## src/rtl/sid_trk_pkg.sv

```systemverilog
package sid_trk_pkg;
   // index width for a count of items, never below one bit
   function automatic int idx_w(input int n);
      return (n > 1) ? $clog2(n) : 1;
   endfunction
endpackage

```

## src/rtl/sid_trk_table.sv

```systemverilog
module sid_trk_table
   import sid_trk_pkg::*;
#(
   parameter int NUM_VC = 4,
   parameter int SID_W  = 6,
   localparam int VCW   = idx_w(NUM_VC)
)(
   input  logic              clk,
   input  logic              rst_n,
   input  logic              alloc_valid,
   input  logic [VCW-1:0]    alloc_vc,
   input  logic [SID_W-1:0]  alloc_sid,
   input  logic              cred_valid,
   input  logic [VCW-1:0]    cred_vc,
   input  logic [SID_W-1:0]  qry_sid,
   output logic              hit,
   output logic [NUM_VC-1:0] occ
);
   logic [NUM_VC-1:0]             vld;
   logic [NUM_VC-1:0][SID_W-1:0]  sid_q;
   logic [NUM_VC-1:0]             hit_vec;
   logic [NUM_VC-1:0]             dup_vec;

   for (genvar v = 0; v < NUM_VC; v++) begin : g_ent
      logic wr_en, clr_en;
      assign wr_en  = alloc_valid && (alloc_vc == VCW'(v));
      assign clr_en = cred_valid  && (cred_vc  == VCW'(v));

      // clear first, then write: a write in the same cycle wins
      always_ff @(posedge clk) begin
         if (!rst_n) begin
            vld[v]   <= 1'b0;
            sid_q[v] <= '0;
         end else if (wr_en) begin
            vld[v]   <= 1'b1;
            sid_q[v] <= alloc_sid;
         end else if (clr_en) begin
            vld[v]   <= 1'b0;
         end
      end

      assign hit_vec[v] = vld[v] && (sid_q[v] == qry_sid);
      // entry still holding the incoming SID after this cycle's clear
      assign dup_vec[v] = vld[v] && !clr_en && (sid_q[v] == alloc_sid);
   end

   assign hit = |hit_vec;
   assign occ = vld;


   alloc_free_vc_chk: assert property (@(posedge clk) disable iff (!rst_n)
      alloc_valid |-> (!vld[alloc_vc] || (cred_valid && cred_vc == alloc_vc)));


   alloc_unique_sid_chk: assert property (@(posedge clk) disable iff (!rst_n)
      alloc_valid |-> (dup_vec == '0));


   occ_step_chk: assert property (@(posedge clk) disable iff (!rst_n)
      $countones(vld) <= $countones($past(vld)) + 1);


   idle_stable_chk: assert property (@(posedge clk) disable iff (!rst_n)
      (!alloc_valid && (!cred_valid || !vld[cred_vc])) |=> $stable(vld));
endmodule

```

## src/rtl/sid_trk_vc_gate.sv

```systemverilog
module sid_trk_vc_gate #(
   parameter int NUM_VC = 4,
   parameter int SID_W  = 6,
   parameter int RSV_VC = 0,
   parameter bit RSV_EN = 1'b1
)(
   input  logic [NUM_VC-1:0] occ,
   input  logic [SID_W-1:0]  qry_sid,
   input  logic [SID_W-1:0]  esid,
   output logic [NUM_VC-1:0] ok
);
   for (genvar v = 0; v < NUM_VC; v++) begin : g_vc
      if (RSV_EN && v == RSV_VC) begin : g_rsv
         assign ok[v] = !occ[v] && (qry_sid == esid);
      end else begin : g_std
         assign ok[v] = !occ[v];
      end
   end
endmodule

```

## src/rtl/sid_order_tracker.sv

```systemverilog
module sid_order_tracker
   import sid_trk_pkg::*;
#(
   parameter int NUM_PORTS = 5,
   parameter int NUM_VC    = 4,
   parameter int SID_W     = 6,
   parameter int RSV_VC    = 0,
   parameter bit RSV_EN    = 1'b1,
   localparam int VCW      = idx_w(NUM_VC)
)(
   input  logic                          clk,
   input  logic                          rst_n,
   input  logic [NUM_PORTS-1:0]          alloc_valid,
   input  logic [NUM_PORTS*VCW-1:0]      alloc_vc,
   input  logic [NUM_PORTS*SID_W-1:0]    alloc_sid,
   input  logic [NUM_PORTS-1:0]          cred_valid,
   input  logic [NUM_PORTS*VCW-1:0]      cred_vc,
   input  logic [NUM_PORTS*SID_W-1:0]    ds_esid,
   input  logic [SID_W-1:0]              qry_sid,
   input  logic [NUM_PORTS-1:0]          qry_ports,
   output logic                          qry_block,
   output logic [NUM_PORTS*NUM_VC-1:0]   qry_vc_ok
);
   if (NUM_PORTS < 1) begin : g_bad_ports
      $error("NUM_PORTS must be at least 1");
   end
   if (NUM_VC < 2) begin : g_bad_vc
      $error("NUM_VC must be at least 2");
   end
   if (RSV_EN && (RSV_VC < 0 || RSV_VC >= NUM_VC)) begin : g_bad_rsv
      $error("RSV_VC out of range");
   end
   if (SID_W < 1) begin : g_bad_sid
      $error("SID_W must be at least 1");
   end

   logic [NUM_PORTS-1:0] port_hit;

   for (genvar p = 0; p < NUM_PORTS; p++) begin : g_port
      logic [NUM_VC-1:0] occ;
      logic [SID_W-1:0]  esid_p;
      logic [VCW-1:0]    avc_p;
      logic [SID_W-1:0]  asid_p;

      assign esid_p = ds_esid[p*SID_W +: SID_W];
      assign avc_p  = alloc_vc[p*VCW +: VCW];
      assign asid_p = alloc_sid[p*SID_W +: SID_W];

      sid_trk_table #(.NUM_VC(NUM_VC), .SID_W(SID_W)) u_tab (
         .clk        (clk),
         .rst_n      (rst_n),
         .alloc_valid(alloc_valid[p]),
         .alloc_vc   (avc_p),
         .alloc_sid  (asid_p),
         .cred_valid (cred_valid[p]),
         .cred_vc    (cred_vc[p*VCW +: VCW]),
         .qry_sid    (qry_sid),
         .hit        (port_hit[p]),
         .occ        (occ)
      );

      sid_trk_vc_gate #(.NUM_VC(NUM_VC), .SID_W(SID_W),
                        .RSV_VC(RSV_VC), .RSV_EN(RSV_EN)) u_gate (
         .occ    (occ),
         .qry_sid(qry_sid),
         .esid   (esid_p),
         .ok     (qry_vc_ok[p*NUM_VC +: NUM_VC])
      );

      if (RSV_EN) begin : g_rsv_chk

         rsv_alloc_chk: assert property (@(posedge clk) disable iff (!rst_n)
            (alloc_valid[p] && avc_p == VCW'(RSV_VC)) |-> (asid_p == esid_p));
      end
   end

   assign qry_block = |(port_hit & qry_ports);


   mask_scope_chk: assert property (@(posedge clk) disable iff (!rst_n)
      (qry_ports == '0) |-> !qry_block);
endmodule

```

## config.mk

```make
export PLATFORM = sky130hd
export DESIGN_NAME = sid_order_tracker
export DESIGN_NICKNAME = d
export VERILOG_FILES = /design/src/rtl/sid_trk_pkg.sv /design/src/rtl/sid_trk_table.sv /design/src/rtl/sid_trk_vc_gate.sv /design/src/rtl/sid_order_tracker.sv
export SDC_FILE = /design/constraint.sdc
export NUM_CORES = 1
export LEC_CHECK = 0
export BUFFER_PORTS_ARGS = -buffer_cell sky130_fd_sc_hd__clkbuf_2
export CORE_MARGIN = 2
export CORE_UTILIZATION = 51
export CTS_CLUSTER_SIZE = 40
export DETAILED_ROUTE_END_ITERATION = 8
export GPL_TIMING_DRIVEN = 0
export PLACE_DENSITY = 0.78
export SETUP_SLACK_MARGIN = 0.1
export SLEW_MARGIN = 20
export SYNTH_ARGS = -nofsm -noshare
export SYNTH_HDL_FRONTEND = slang
export SYNTH_HIERARCHICAL = 1
export SYNTH_SLANG_ARGS = --single-unit
export TNS_END_PERCENT = 1
```

## constraint.sdc

```tcl
create_clock -name clk -period 1.83 [get_ports clk]
set_input_delay 0.2745 -clock clk [delete_from_list [all_inputs] [get_ports clk]]
set_output_delay 0.2745 -clock clk [all_outputs]
set_load 0.05 [all_outputs]
```

==> After elaboration in Yosys (flattened, before gate mapping) <==
Index checks and enable logic that the tools add are counted.
Widths: inputs -> output; s select.
{ "totals": {"n_memories": 0, "latch_bits": 0, "rom_bits": 0, "ff_bits": 140, "mem_bits_rw": 0, "wordCells": 257, "output_inout_bits": 21, "input_bits": 103} }
{ "classes": {"addsub": 0, "n_mul": 0, "n_mux": 40, "shift": 0, "eq_ne": 55, "n_bitwise": 1, "n_lt_le_gt_ge": 0, "n_reduce_logical": 121, "div": 0} }
{ "op_table": {"columns": ["op", "count"], "rows": [
  ["$eq 6x6->1", 25],
  ["$logic_and 1x1->1", 65],
  ["$eq 2x2->1 const B", 20],
  ["$mux 1", 40],
  ["$reduce_bool 2->1", 20],
  ["$eq 2x1->1 const B", 10],
  ["$logic_not 1->1", 20],
  ["$logic_not 2->1", 10],
  ["$reduce_or 4->1", 5],
  ["$and 5x5->5", 1],
  ["$reduce_or 5->1", 1]
]} }

==> Longest topological paths before layout <==
{ "logic_depth": {"word_depth": 5, "ltp_mapped": 7, "depth_no_buf": 6} }

==> Cells and area by module <==
Netlist, hierarchy kept.
{ "modules_own_cells": {"columns": ["module", "seq_area_each_um2", "area_each_um2", "cells_per_inst", "n_inst"], "rows": [
  ["sid_trk_table", 560.5, 1340.0, 130, 5],
  ["sid_trk_vc_gate", 0.0, 83.8, 11, 5],
  ["sid_order_tracker", 0.0, 21.3, 3, 1]
]} }

==> Worst setup path before layout <==
Ideal clock, no wire load.
{ "synth_path": {"path_type": "input-to-output", "from": "input qry_sid[0]", "to": "output qry_block", "n_path_buf": 1, "path_slack_ns": -0.267, "arrival_ns": 1.823, "required_time_ns": 1.556, "cell_stages": 7, "cell_sequence": "clkbuf_2 xnor2_1 nand4_1 nor4_1 or4_1 a222oi_1 nand2_1"} }
{ "synth_between": {"elab_chain_cells": 5, "word_cells_on_any_way": 47, "classes_between": "20 x eq/ne; 1 x bitwise; 26 x reduce/logical"} }
{ "synth_rtl": {"columns": ["item", "line", "text"], "rows": [
  ["from (decl)", "sid_order_tracker.sv:19", "input logic [SID_W-1:0] qry_sid,"],
  ["$eq 6x6->1", "sid_trk_table.sv:42", "assign hit_vec[v] = vld[v] && (sid_q[v] == qry_sid);"],
  ["$logic_and 1x1->1", "sid_trk_table.sv:42", null],
  ["$reduce_or 4->1 (*)", "sid_trk_table.sv:47", "assign hit = |hit_vec;"],
  ["net port_hit[0]", "sid_order_tracker.sv:37", "logic [NUM_PORTS-1:0] port_hit;"],
  ["$and 5x5->5 (*)", "sid_order_tracker.sv:77", "assign qry_block = |(port_hit & qry_ports);"],
  ["$reduce_or 5->1 (*)", "sid_order_tracker.sv:77", null],
  ["to (decl)", "sid_order_tracker.sv:21", "output logic qry_block,"]
]} }
Mark *: on every way through the listed nets, which the timed path passes. The rest lies on a longest branch.

==> Worst setup path after layout <==
{ "layout_path": {"from": "register g_port[2].u_tab/sid_q[22] (netlist bit)", "to": "output qry_block"} }
{ "layout_between": {"elab_chain_cells": 5} }
{ "layout_rtl": {"columns": ["item", "line", "text"], "rows": [
  ["from (decl)", "sid_trk_table.sv:20", "logic [NUM_VC-1:0][SID_W-1:0] sid_q;"],
  ["from (signal, indexed assignment)", "sid_trk_table.sv:36", "sid_q[v] <= alloc_sid;"],
  ["$eq 6x6->1", "sid_trk_table.sv:42", null],
  ["$logic_and 1x1->1", "sid_trk_table.sv:42", null],
  ["$reduce_or 4->1", "sid_trk_table.sv:47", null],
  ["net port_hit[2]", "sid_order_tracker.sv:37", null],
  ["$and 5x5->5", "sid_order_tracker.sv:77", null],
  ["$reduce_or 5->1", "sid_order_tracker.sv:77", null]
]} }
The timed path passes the listed nets, and every way through them passes these cells.

==> results_dict.tcl <==
set metrics [dict create \
    synth_area_leaders "dfxtp_1 (39%), mux2i_1 (17%), xor2_1 (11%)" \
    wl_met1_um 7760 \
    r2r_cells 2 \
    cts_root_buf "clkbuf_16" \
    yosysTopAreaCell "dfxtp_1" \
    initial_utilization_pct 51.8 \
    hold_viol 0 \
    setup_ws_ps -670 \
    syn_to_final_growth_pct 23.0 \
    core_sq_um 13800 \
    via_count 5379 \
    syn_nets 811 \
    outcome "finished, violations left" \
    place.gp.congestion 0.770 \
    nFillCells 1196 \
    drv_slew 0 \
    holdWs_ps 176 \
    grtUsageTotal_pct 23.0 \
    met3_length_um 743 \
    violations "negative setup slack" \
    min_path_type "input port to flop" \
    syn_inst 708 \
    routed_wl_um 16400 \
    min_path_cells 3 \
    die_height_um 122 \
    r2r-start "g_port[3].u_tab/occ[2]" \
    fin_crit_ps 2500 \
    syn-cell-area_sq_um 7140 \
    cts_tree "built" \
    power_density_nw_per_um2 868 \
    end_kind "primary output" \
    crit_type "flop to primary output" \
    area.sequential_sq_um 2820 \
    multi_input_area_sq_um 4240 \
    grt_pass1_wl_um 26300 \
    r2r-end "g_port[3].u_tab/occ[2]" \
    finClkSkew_ps 0 \
    ys_seq_area_share_pct 39.3 \
    num_rows 43 \
    diodes 0 \
    port_buffers 123 \
    place_hpwl_um 11200 \
    min_to "g_port[2].u_tab/sid_q[0]" \
    reg2reg_slack_ps 1130 \
    hp-start "alloc_sid[12]" \
    place_ws_ps -1180 \
    clockBufferDepth 2 \
    cts_num_sinks 140 \
    worstPathArrival_ps 2230 \
    cts_made_buffers 17 \
    clk_pin_slew_ps 60 \
    route.met2.wl_um 7640 \
    io-pin-count 124 \
    peakVddDrop_v 0.000624 \
    cap_violations 0 \
    via_per_inst 5.16 \
    cp-start-kind "flop" \
    finalSetupViolations 6 \
    rsz0062_at_grt "yes" \
    yosysTopAreaCellShare_pct 39.3 \
    cp_max_fo 2 \
    period_share_pct 137 \
    power_mw 7.63 \
    clock_latency_ps 410 \
    drc 0 \
    required_ps 1560 \
    die_x_um 122 \
    relSlewSlack_pct 32.2 \
    h-tree-depth 4 \
    highest_layer "met4" \
    tightest_slew_ps 1020 \
    p_leak_nw 3.92 \
    grt_pass1_vias 5219 \
    first_pass_iters 4 \
    post_cts_buffers 0 \
    layout.nets 953 \
    grt_max_degree 51 \
    drt_iter0_drc 231 \
    overflow 0 \
    detail_route.wl_per_cell_um 15.8 \
    dieArea_sq_um 15000 \
    yosys_register_bits 140 \
    drive_gt1_share_pct 22.8 \
    fmaxAchievable_ghz 0.400 \
    syn_avg_cell_area_sq_um 10.1 \
    grt_antenna_before_repair 0 \
    ys_warn_count 6 \
    final_core_util_pct 63.8 \
    yosysUniqueCellTypes 23 \
    postRouteAntennaNets 0 \
]
==> per-stage QoR <==
stage          cell area (sq um)  setup TNS, ps  instances
2_1_floorplan               7220           -179        708
3_3_place_gp                8060          -4320       1011
3_5_place_dp                8060          -4470       1011
4_1_cts                     8780          -1390       1043
5_1_grt                     8790          -1640       1043
6_report                    8790          -1270       1043
==> how the worst max path moves through the flow <==
stage	start	to	slack, ps	cells past startpoint
5_1_grt	g_port[0].u_tab/sid_q[22]	qry_block	-750	7
6_report	g_port[2].u_tab/sid_q[22]	qry_block	-670	7
2_1_floorplan	qry_sid[0]	qry_block	-180	7
3_5_place_dp	qry_sid[4]	qry_block	-1180	8
3_3_place_gp	qry_sid[4]	qry_block	-1140	8
4_1_cts	g_port[0].u_tab/sid_q[9]	qry_block	-690	7
==> registers in the layout, summed over array words and instances (netlist names) <==
name and flops:
g_port.u_tab/occ 20, g_port.u_tab/sid_q 120
==> power breakdown <==
| group | internal [mW] | switching (mW) | leakage, nW |
|---|---|---|---|
| Sequential | 3.17 | 0.0779 | 1.14 |
| Clock | 2.15 | 1.22 | 0.302 |
| Combinational | 0.460 | 0.555 | 2.48 |
| Total | 5.77 | 1.86 | 3.92 |
==> synth_stat cells <==
master and count:
o21ai_0 5, clkbuf_1 10, nand3_1 10, nand3b_1 15, nor4_1 20, or3b_2 5
nand2_1 16, nor3b_1 5, a222oi_1 1, inv_1 15, xor2_1 90, or4_1 10
a22oi_1 1, dfxtp_1 140, xnor2_1 60, buf_2 5, mux2i_1 120, nand4_1 20
clkbuf_2 10, a21boi_0 15, a21oi_1 5, nor2b_1 125, nor4_2 5
==> critical path, cell delays in order, from the launching register on <==
cell,delay (ps)
dfxtp_1,310
xnor2_1,130
nand4_1,150
nor4_1,60
or4_1,560
a22oi_2,330
nand2_2,100
buf_8,160
==> per-layer routing <==
| layer | global-route usage [%] | up-vias |
|---|---|---|
| met2 | 38.1 | 115 |
| met4 | 8.19 | 0 |
| met3 | 5.48 | 19 |
| met1 | 29.2 | 2550 |
| li1 | - | 2695 |
| met5 | 0 | - |
==> kinds of logic (layout without fill, tap and decap cells) <==
family,count (synthesis),in the layout,share of synthesized area [%]
AO/OA/AOI/OAI,27,27,2.52
XOR/XNOR,150,150,18.4
buffers and inverters,40,195,2.37
flip-flops,140,140,39.3
multiplexers,120,120,16.8
AND/OR/NAND/NOR,231,231,20.6
==> final cells by class <==
type	instances	share of cell area, %
plain buffers	25	1.68
clock inverters	6	0.627
clock buffers	26	6.14
inverters	15	0.641
multi-input cells	528	48.3
flip-flops and latches	140	32.0
repair buffers	123	8.02
well taps	180	2.56
==> what timing repair did <==
action | 4_1_cts | 5_1_grt
hold buffers | 0 | 0
resized for setup | 35 | 5
setup endpoints to repair | 6 | 6
pin swaps | 9 | 4
==> cells in the final DEF (no fill, tap or decap), types with 6 or more instances in the layout <==
cell	n
a21boi_0	15
clkbuf_1	11
clkbuf_16	17
clkbuf_2	117
clkbuf_8	19
dfxtp_1	130
dfxtp_2	10
inv_1	15
mux2i_1	120
nand2_1	15
nand3_1	10
nand3b_1	15
nand4_1	20
nor2b_1	125
nor4_1	20
or4_4	6
xnor2_1	60
xor2_1	90
Note: power is estimated with default switching activity, not from simulation.
